<file path="src/rtl/camCondPkg.sv">
package camCondPkg;

  // Working configuration, copied from the cfg pins while idle
  typedef struct packed {
    logic       lvalLow;
    logic       fvalLow;
    logic       dvalLow;
    logic       dvalPass;
    logic       fallEdge;
    logic       lineScan;
    logic [1:0] mult;
  } camCfg_t;

  // Strobes and settings handed from control to datapath
  typedef struct packed {
    logic capture;
    logic multOn;
    logic dvalPass;
    logic lvalInv;
    logic fvalInv;
    logic dvalInv;
    logic fvalKill;
  } camCtrl_t;

endpackage

</file>
<file path="src/rtl/camCondCtrl.sv">
module camCondCtrl
  import camCondPkg::*;
#(
  parameter int MULT_SEL_W = 2
) (
  input  logic     clk,
  input  logic     rstN,
  input  logic     camPclk,
  input  camCfg_t  cfgIn,
  input  logic     outLval,
  input  logic     outFval,
  output camCtrl_t ctrl
);

  localparam int MAX_FACTOR = 1 << ((1 << MULT_SEL_W) - 1);
  localparam int CNT_W      = (MAX_FACTOR > 2) ? $clog2(MAX_FACTOR) : 1;

  camCfg_t          cfgAct;
  logic             pclkS1;
  logic             pclkS2;
  logic [CNT_W-1:0] holdCnt;
  logic [CNT_W:0]   factor;
  logic             edgeSeen;
  logic             multOn;
  logic             capture;

  // Working copy of the mode bits, refreshed only between lines/frames
  always_ff @(posedge clk) begin
    if (!rstN) begin
      cfgAct <= '0;
    end else if (!outLval && !outFval) begin
      cfgAct <= cfgIn;
    end
  end

  // Two-register pixel clock tap for edge detection
  always_ff @(posedge clk) begin
    if (!rstN) begin
      pclkS1 <= 1'b0;
      pclkS2 <= 1'b0;
    end else begin
      pclkS1 <= camPclk;
      pclkS2 <= pclkS1;
    end
  end

  always_comb begin
    if (cfgAct.fallEdge) edgeSeen = pclkS2 & ~pclkS1;
    else                 edgeSeen = pclkS1 & ~pclkS2;
  end

  assign multOn  = (cfgAct.mult != '0);
  assign factor  = (CNT_W + 1)'(1) << cfgAct.mult;
  assign capture = edgeSeen && (!multOn || holdCnt == '0);

  // Remaining cycles before the current pixel may be replaced
  always_ff @(posedge clk) begin
    if (!rstN) begin
      holdCnt <= '0;
    end else if (capture && multOn) begin
      holdCnt <= CNT_W'(factor - 1'b1);
    end else if (holdCnt != '0) begin
      holdCnt <= holdCnt - 1'b1;
    end
  end

  always_comb begin
    ctrl          = '0;
    ctrl.capture  = capture;
    ctrl.multOn   = multOn;
    ctrl.dvalPass = cfgAct.dvalPass;
    ctrl.lvalInv  = cfgAct.lvalLow;
    ctrl.fvalInv  = cfgAct.fvalLow;
    ctrl.dvalInv  = cfgAct.dvalLow;
    ctrl.fvalKill = cfgAct.lineScan;
  end


  hold_window_chk: assert property (@(posedge clk) disable iff (!rstN)
    (capture && multOn) |=> (!capture || !multOn));


  cfg_gate_chk: assert property (@(posedge clk) disable iff (!rstN)
    (outLval || outFval) |=> $stable(cfgAct));

endmodule

</file>
<file path="src/rtl/camCondData.sv">
module camCondData
  import camCondPkg::*;
#(
  parameter int DATA_W = 16
) (
  input  logic              clk,
  input  logic              rstN,
  input  camCtrl_t          ctrl,
  input  logic [DATA_W-1:0] camData,
  input  logic              camLval,
  input  logic              camFval,
  input  logic              camDval,
  output logic [DATA_W-1:0] outData,
  output logic              outLval,
  output logic              outFval,
  output logic              outDval
);

  logic [DATA_W-1:0] dataS1;
  logic              lvalS1;
  logic              fvalS1;
  logic              dvalS1;
  logic              lvalNorm;
  logic              fvalNorm;
  logic              dvalNorm;
  logic              dvalNext;

  // First pipeline stage, aligned with the pixel clock tap
  always_ff @(posedge clk) begin
    if (!rstN) begin
      dataS1 <= '0;
      lvalS1 <= 1'b0;
      fvalS1 <= 1'b0;
      dvalS1 <= 1'b0;
    end else begin
      dataS1 <= camData;
      lvalS1 <= camLval;
      fvalS1 <= camFval;
      dvalS1 <= camDval;
    end
  end

  assign lvalNorm = lvalS1 ^ ctrl.lvalInv;
  assign fvalNorm = (fvalS1 ^ ctrl.fvalInv) & ~ctrl.fvalKill;
  assign dvalNorm = dvalS1 ^ ctrl.dvalInv;

  // Second stage: output hold registers
  always_ff @(posedge clk) begin
    if (!rstN) begin
      outData <= '0;
      outLval <= 1'b0;
      outFval <= 1'b0;
    end else if (ctrl.capture) begin
      outData <= dataS1;
      outLval <= lvalNorm;
      outFval <= fvalNorm;
    end
  end

  always_comb begin
    if (ctrl.multOn) begin
      dvalNext = ctrl.capture & (ctrl.dvalPass ? dvalNorm : 1'b1);
    end else if (ctrl.dvalPass) begin
      dvalNext = ctrl.capture ? dvalNorm : outDval;
    end else begin
      dvalNext = 1'b1;
    end
  end

  always_ff @(posedge clk) begin
    if (!rstN) outDval <= 1'b0;
    else       outDval <= dvalNext;
  end


  data_hold_chk: assert property (@(posedge clk) disable iff (!rstN)
    !ctrl.capture |=> ($stable(outData) && $stable(outLval) && $stable(outFval)));


  dval_single_chk: assert property (@(posedge clk) disable iff (!rstN)
    (ctrl.multOn && outDval) |=> (!outDval || !ctrl.multOn));


  dval_high_chk: assert property (@(posedge clk) disable iff (!rstN)
    (!ctrl.multOn && !ctrl.dvalPass) |=> outDval);


  line_scan_chk: assert property (@(posedge clk) disable iff (!rstN)
    ctrl.fvalKill |=> !outFval);

endmodule

</file>
<file path="src/rtl/camTimingCond.sv">
module camTimingCond
  import camCondPkg::*;
#(
  parameter int DATA_W     = 16,
  parameter int MULT_SEL_W = 2
) (
  input  logic                  clk,
  input  logic                  rstN,
  input  logic                  camPclk,
  input  logic [DATA_W-1:0]     camData,
  input  logic                  camLval,
  input  logic                  camFval,
  input  logic                  camDval,
  input  logic                  cfgLvalLow,
  input  logic                  cfgFvalLow,
  input  logic                  cfgDvalLow,
  input  logic                  cfgDvalPass,
  input  logic                  cfgFallEdge,
  input  logic                  cfgLineScan,
  input  logic [MULT_SEL_W-1:0] cfgMult,
  output logic [DATA_W-1:0]     outData,
  output logic                  outLval,
  output logic                  outFval,
  output logic                  outDval
);

  camCfg_t  cfgIn;
  camCtrl_t ctrl;

  always_comb begin
    cfgIn          = '0;
    cfgIn.lvalLow  = cfgLvalLow;
    cfgIn.fvalLow  = cfgFvalLow;
    cfgIn.dvalLow  = cfgDvalLow;
    cfgIn.dvalPass = cfgDvalPass;
    cfgIn.fallEdge = cfgFallEdge;
    cfgIn.lineScan = cfgLineScan;
    cfgIn.mult     = 2'(cfgMult);
  end

  camCondCtrl #(.MULT_SEL_W(MULT_SEL_W)) i_ctrl (
    .clk     (clk),
    .rstN    (rstN),
    .camPclk (camPclk),
    .cfgIn   (cfgIn),
    .outLval (outLval),
    .outFval (outFval),
    .ctrl    (ctrl)
  );

  camCondData #(.DATA_W(DATA_W)) i_data (
    .clk     (clk),
    .rstN    (rstN),
    .ctrl    (ctrl),
    .camData (camData),
    .camLval (camLval),
    .camFval (camFval),
    .camDval (camDval),
    .outData (outData),
    .outLval (outLval),
    .outFval (outFval),
    .outDval (outDval)
  );

endmodule

</file>
<file path="config.mk">
export PLATFORM = sky130hd
export DESIGN_NAME = camTimingCond
export DESIGN_NICKNAME = d
export VERILOG_FILES = /design/src/rtl/camCondPkg.sv /design/src/rtl/camCondCtrl.sv /design/src/rtl/camCondData.sv /design/src/rtl/camTimingCond.sv
export SDC_FILE = /design/constraint.sdc
export NUM_CORES = 1
export LEC_CHECK = 0
export ABC_AREA = 1
export BUFFER_PORTS_ARGS = -buffer_cell sky130_fd_sc_hd__buf_2
export CELL_PAD_IN_SITES_DETAIL_PLACEMENT = 0
export CELL_PAD_IN_SITES_GLOBAL_PLACEMENT = 1
export CORE_MARGIN = 2
export CORE_UTILIZATION = 40
export DETAILED_ROUTE_END_ITERATION = 8
export PLACE_DENSITY = 0.92
export REMOVE_ABC_BUFFERS = 1
export SLEW_MARGIN = 20
export SYNTH_ARGS = -nofsm -noshare
export SYNTH_HDL_FRONTEND = slang
export SYNTH_HIERARCHICAL = 1
export SYNTH_SLANG_ARGS = --single-unit
</file>
<file path="constraint.sdc">
create_clock -name clk -period 2.2 [get_ports clk]
set_input_delay 0.33 -clock clk [delete_from_list [all_inputs] [get_ports clk]]
set_output_delay 0.33 -clock clk [all_outputs]
set_load 0.005 [all_outputs]
</file>
# After elaboration in Yosys (flattened, before gate mapping)
# Cells that the tools add are included.
# W data, S select, Z words.
[totals]
register_bits = 51
out_inout_bits = 19
in_bits = 30
[op_classes]
shift = 1
muxes = 7
addsub = 2
bitwise_logic = 10
n_reduce_logical = 11
n_eq_ne = 1
[op_table]
columns = ["cell", "count"]
rows = [
  ["$mux W3", 2],
  ["$sub A3 B1 Y3 const B", 2],
  ["$mux W1", 5],
  ["$and A1 B1 Y1", 4],
  ["$reduce_bool A2 Y1", 2],
  ["$logic_and A1 B1 Y1", 3],
  ["$logic_not A1 Y1", 3],
  ["$logic_not A3 Y1", 1],
  ["$ne A3 B3 Y1 const B", 1],
  ["$not A1 Y1", 3],
  ["$reduce_bool A3 Y1", 1],
  ["$shl A1 B2 Y3 const A", 1],
  ["$xor A1 B1 Y1", 3],
  ["$logic_or A1 B1 Y1", 1],
]

# Depth between registers and ports, before layout
[depth]
depth_word = 7
ltp_mapped = 12

# Modules after synthesis
# The synthesis kept the hierarchy.
[modules_own_cells]
columns = ["module", "area_each_um2", "cells_per_inst", "seq_area_each_um2", "instances"]
rows = [
  ["camCondData", 1276.2, 156, 760.7, 1],
  ["camCondCtrl", 596.8, 81, 260.2, 1],
]

# Worst setup path after synthesis
# OpenSTA, ideal clock, no wires.
[synth_path]
kind = "register -> register"
start = "register i_ctrl/cfgAct[3] (netlist name)"
end = "register i_ctrl.holdCnt[2]"
setup_time_ns = 0.070
required_time_ns = 2.130
n_path_buf = 0
path_stages_with_launch = 13
period_less_slack_ns = 1.260
path_slack_ns = 0.940
arrival_time_ns = 1.190
path_cell_list = "dfxtp_1 > nor2_1 > nand2_1 > nand2_2 > inv_2 > nor2_2 > nand2_1 > nand2_1 > nand2_1 > ha_1 > inv_1 > nand2_1 > a21oi_1"
[synth_between]
elab_chain_len = 4
word_cells_on_any_way = 5
[synth_lines]
columns = ["item", "line", "text"]
rows = [
  ["from (decl)", "camCondCtrl.sv:18", "camCfg_t cfgAct;"],
  ["from (signal assigned)", "camCondCtrl.sv:32", "cfgAct <= cfgIn;"],
  ["$mux W1 (*)", "camCondCtrl.sv:48", "if (cfgAct.fallEdge) edgeSeen = pclkS2 & ~pclkS1;"],
  ["$logic_and A1 B1 Y1 (*)", "camCondCtrl.sv:54", "assign capture = edgeSeen && (!multOn || holdCnt == '0);"],
  ["via i_ctrl.capture", "camCondCtrl.sv:25", "logic capture;"],
  ["$logic_and A1 B1 Y1 (*)", "camCondCtrl.sv:60", "end else if (capture && multOn) begin"],
  ["$mux W3 / $reduce_bool A2 Y1 (equally long branches)", "--", ""],
  ["to (signal assigned)", "camCondCtrl.sv:61", "holdCnt <= CNT_W'(factor - 1'b1);"],
  ["to (signal assigned)", "camCondCtrl.sv:63", "holdCnt <= holdCnt - 1'b1;"],
  ["to (decl)", "camCondCtrl.sv:21", "logic [CNT_W-1:0] holdCnt;"],
]
# Mark *: on every way through the listed nets, which the timed path passes. The rest lies on a longest branch.
# A chain may end at the register's enable or synchronous reset.

==> tab_implementation.tex <==
\begin{tabular}{lr}
\hline
Metric & Value \\
\hline
\multicolumn{2}{l}{\textbf{Die}} \\
Height of the die & slightly above 70 um \\
Starting utilization of the core area & 0.4215 \\
Horizontal extent of the die & 72.43 um \\
I/O pins & between 40 and 50 \\
Rows & 24 \\
Die area & 5246 um2 \\
Core Box Area & $\sim$4400 um2 \\
\multicolumn{2}{l}{\textbf{STA}} \\
Final clock period utilization by the worst path & 0.7254 \\
Worst setup skew after layout & slightly above 0.006 ns \\
Setup repair after global routing missed its margin & no \\
Sum of negative setup slack & 0 ns \\
Pin slew with the least headroom to its limit & $\sim$0.75 ns \\
Pins Over Slew Limit & 0 \\
Rel. slew slack & 0.5000 \\
Finish-stage setup viols & 0 \\
Maximum frequency from static timing analysis & around 0.63 GHz \\
Final hold violation count & 0 \\
Final critical delay including setup and external delays & roughly 1.6 ns \\
Hold WS & a little over 0.2 ns \\
\multicolumn{2}{l}{\textbf{Global route}} \\
Initial antenna violation count & 0 \\
Remaining global-route overflow & 0 \\
First-pass GRT wire length & 5223 um \\
Maximum number of pins on one net before global-route repair & between 40 and 50 \\
Via count of the first global-routing pass & between 1000 and 1500 \\
Overall routing resource usage & 0.1294 \\
\multicolumn{2}{l}{\textbf{Yosys}} \\
Post-Synthesis Cell Area & approximately 1900 um2 \\
Mean Syn Cell Area & approximately 8 um2 \\
Area share of the largest cell type after synthesis & 0.5451 \\
Count of distinct cell types in the synthesized netlist & 22 \\
Leading cell types by total area after synthesis & sky130\_fd\_sc\_hd\_\_dfxtp\_1, sky130\_fd\_sc\_hd\_\_nor2\_1, sky130\_fd\_sc\_hd\_\_nand2\_1 \\
Register bit total from synthesis & just over 50 \\
Number of warning messages in the yosys log & 6 \\
Sequential-to-total area share from yosys stat & 0.5451 \\
Cell accounting for the most synthesized area & sky130\_fd\_sc\_hd\_\_dfxtp\_1 \\
Number of instances in the synthesized netlist & approximately 240 \\
\multicolumn{2}{l}{\textbf{Clocking}} \\
Resize count post-CTS & 0 \\
Clk pin slew, worst setup/hold paths & about 0.090 ns \\
Largest buffer count on any clock path & 2 \\
Number of buffers added for setup after CTS & 0 \\
Clock root buffer & sky130\_fd\_sc\_hd\_\_clkbuf\_8 \\
Inserted Clock Buffers & 5 \\
Sink Count & 51 \\
Maximum level of the CTS H-tree & 2 \\
CTS Hold Bufs & 0 \\
TritonCTS clock tree & yes \\
Clock latency reported for the late side of the worst-skew pair & $\sim$0.3 ns \\
\multicolumn{2}{l}{\textbf{Setup path}} \\
Worst reg2reg path depth & 10 \\
Worst path most repeated cell & sky130\_fd\_sc\_hd\_\_nand2\_1 \\
Kind of cell adding the most delay to the critical path & simple AND/OR/NAND/NOR gates \\
Number of buffers and inverters on the critical path & 1 \\
Cell type of the slowest stage on the worst timing path & sky130\_fd\_sc\_hd\_\_dfxtp\_1 \\
WS Path Type & reg -> reg \\
Worst stage delay on the critical path & between 0.3 and 0.4 ns \\
Biggest fanout along the worst timing path & 9 \\
Number of stages on the worst setup path & 10 \\
Chain of cells forming the critical path & nor2\_1 -> nor2\_1 -> nor2\_2 -> nand2\_1 -> nand2\_1 -> nand2\_1 -> ha\_1 -> inv\_1 -> nand2\_1 -> a21oi\_1 \\
WP data arrival & 1.82 ns \\
Category of the worst setup path launch point & register \\
Kind of end point of the critical path & register \\
Critical path data required time & between 2 and 2.5 ns \\
\multicolumn{2}{l}{\textbf{Power and ir drop}} \\
Peak supply drop & roughly 0.00035 V \\
Sequential power share & 0.542 \\
Pwr/cell area & between 900 and 1000 nW/um2 \\
Power dissipated by switching net loads & 0.6036 mW \\
P\_int & about 1.4 mW \\
Proportion of power drawn by the clock network & 0.246 \\
Net switching share of the total power & 0.2947 \\
LEAKAGE & 1.213 nW \\
Relative contribution of combinational cells to total power & 0.212 \\
\multicolumn{2}{l}{\textbf{Routing}} \\
Pre-Repair DR Iteration Count & 4 \\
Routed wirelength normalized by instance count & between 9 and 10 um \\
Vias after detailed routing & about 1400 \\
Count of nets left with antenna violations after detail routing & 0 \\
Residual DRC & 0 \\
Routed Wire Length & 3215 um \\
Iteration-0 DRC Markers & 48 \\
Detail-routed via count per cell & approximately 4.3 \\
\multicolumn{2}{l}{\textbf{Run}} \\
Max-cap violation count & 0 \\
\multicolumn{2}{l}{\textbf{Final layout}} \\
Share of cells above drive strength 1 & 0.2464 \\
Fill cell instance count of the final layout & around 440 \\
Antenna diodes & 0 \\
Final std cells w/o fill & 332 \\
Layout Area Growth over Synthesis & 15.36\% \\
Final layout net count & 310 \\
Area of the multi-input gates & 590.6 um2 \\
Sequential standard cell area & approximately 1000 um2 \\
\multicolumn{2}{l}{\textbf{Hold path}} \\
Class of the worst hold path & in -> reg \\
Worst hold path depth & 3 \\
\multicolumn{2}{l}{\textbf{Outcome}} \\
Outcome & complete, no violations \\
\multicolumn{2}{l}{\textbf{Placement}} \\
Detail Placement HPWL & approximately 2200 um \\
Placed instance count & between 300 and 400 \\
Placer Congestion & between 0.7 and 0.8 \\
Number of input and output port buffers inserted & between 40 and 50 \\
\hline
\end{tabular}
==> area by class of cell <==
cell class | count | area share
clock buffer | 6 | 0.03358
clock inverter | 2 | 0.005790
inverter | 38 | 0.06659
multi-input combinational | 133 | 0.2733
sequential | 51 | 0.4725
tap | 52 | 0.03011
timing repair buffer | 50 | 0.1181
==> cell usage in the layout (no fill, tap or decap) <==
cell / instances
sky130_fd_sc_hd__dfxtp_1: 51
sky130_fd_sc_hd__nor2_4: 2
sky130_fd_sc_hd__ha_1: 1
sky130_fd_sc_hd__nor2_1: 51
sky130_fd_sc_hd__inv_1: 33
sky130_fd_sc_hd__clkbuf_8: 5
sky130_fd_sc_hd__a21oi_1: 4
sky130_fd_sc_hd__clkinv_2: 2
sky130_fd_sc_hd__nand2_1: 37
sky130_fd_sc_hd__nand2_2: 2
sky130_fd_sc_hd__inv_2: 4
sky130_fd_sc_hd__o21a_1: 1
sky130_fd_sc_hd__nor2_2: 2
sky130_fd_sc_hd__buf_4: 2
sky130_fd_sc_hd__o21ai_1: 10
sky130_fd_sc_hd__buf_2: 48
sky130_fd_sc_hd__o21ai_2: 1
sky130_fd_sc_hd__clkinvlp_4: 1
sky130_fd_sc_hd__clkbuf_1: 1
sky130_fd_sc_hd__o21ai_0: 16
sky130_fd_sc_hd__nand4_1: 1
sky130_fd_sc_hd__nand3_1: 4
sky130_fd_sc_hd__a21boi_0: 1
==> state kept, by name (all words and copies together) (netlist names) <==
name and flops:
i_ctrl/ctrl 5, i_ctrl/cfgAct 3, i_data/dataS1 16, i_data/dvalS1 1, i_ctrl/pclkS1 1, i_data/lvalS1 1, i_data/outLval 1, i_data/outDval 1
i_ctrl/pclkS2 1, i_data/outFval 1, i_ctrl/holdCnt 3, i_data/outData 16, i_data/fvalS1 1
==> metrics by stage <==
step	power [mW]	area, um2	utilization	setup WS [ns]
finish	2.048	2161	0.4862	0.6041
CTS	2.083	2161	0.4862	0.5788
global placement	1.559	2076	0.4671	0.6990
global route	2.192	2161	0.4862	0.4321
detailed placement	1.570	2076	0.4671	0.6154
floorplan	1.408	1755	-	0.5562
==> Yosys cell counts <==
master	instances
sky130_fd_sc_hd__nand4_1	1
sky130_fd_sc_hd__clkbuf_1	1
sky130_fd_sc_hd__buf_6	3
sky130_fd_sc_hd__buf_4	10
sky130_fd_sc_hd__o21ai_2	1
sky130_fd_sc_hd__clkinv_2	1
sky130_fd_sc_hd__a21oi_1	4
sky130_fd_sc_hd__o21ai_0	16
sky130_fd_sc_hd__nand3_1	4
sky130_fd_sc_hd__o21a_1	1
sky130_fd_sc_hd__nand2_1	37
sky130_fd_sc_hd__dfxtp_1	51
sky130_fd_sc_hd__inv_1	33
sky130_fd_sc_hd__nand2_2	2
sky130_fd_sc_hd__nor2_4	2
sky130_fd_sc_hd__nor2_1	51
sky130_fd_sc_hd__nor2_2	2
sky130_fd_sc_hd__buf_2	1
sky130_fd_sc_hd__a21boi_0	1
sky130_fd_sc_hd__inv_2	4
sky130_fd_sc_hd__ha_1	1
sky130_fd_sc_hd__o21ai_1	10
==> final timing paths <==
| kind | start | endpoint | slack, ns |
|---|---|---|---|
| worst min-delay path | camPclk | i_ctrl/pclkS1$_SDFF_PN0_ | 0.21 |
| worst min register to register | i_ctrl/holdCnt[0]$_SDFFE_PN0P_ | i_ctrl/holdCnt[0]$_SDFFE_PN0P_ | 0.44 |
| worst max register to register | i_ctrl/cfgAct[1]$_SDFFE_PN0P_ | i_ctrl/holdCnt[2]$_SDFFE_PN0P_ | 0.60 |
| worst max-delay path | i_ctrl/cfgAct[1]$_SDFFE_PN0P_ | i_ctrl/holdCnt[2]$_SDFFE_PN0P_ | 0.60 |
==> cells by family (layout without fill, tap and decap cells) <==
family / after synthesis / count (layout) / share of synthesized area
AND/OR/NAND/NOR: 99 / 99 / 0.2158
buffers and inverters: 53 / 96 / 0.1396
flip-flops: 51 / 51 / 0.5451
AO/OA/AOI/OAI: 33 / 33 / 0.09286
adder cells (fa/ha/maj): 1 / 1 / 0.006679
==> power by group through the flow <==
| stage | Sequential [mW] | Clock [mW] | Combinational (mW) |
|---|---|---|---|
| final | 1.11 | 0.504 | 0.434 |
| after global routing | 1.12 | 0.569 | 0.498 |
| after CTS | 1.11 | 0.531 | 0.441 |
| after detailed placement | 1.13 | 0 | 0.438 |
| after global placement | 1.13 | 0 | 0.429 |
| after floorplan | 1.13 | 0 | 0.280 |
==> layer usage <==
metal | vias up | GRT usage | wire (um)
li1 | 787 | - | -
met1 | 606 | 0.1535 | 1507
met2 | 30 | 0.2120 | 1487
met3 | 6 | 0.03750 | 147
met4 | 0 | 0.06790 | 72
met5 | - | 0 | 0
==> worst reg2reg max path: cells and delay by family, from the launching register on <==
kind | cells | cell delay, ns
AOI/OAI and AO/OA | 1 | 0.12
adders and majority gates | 1 | 0.20
buffers and inverters | 1 | 0.06
DFF | 1 | 0.34
and+or+nand+nor | 7 | 0.81
No activity file was read; power rests on OpenSTA's default activity.
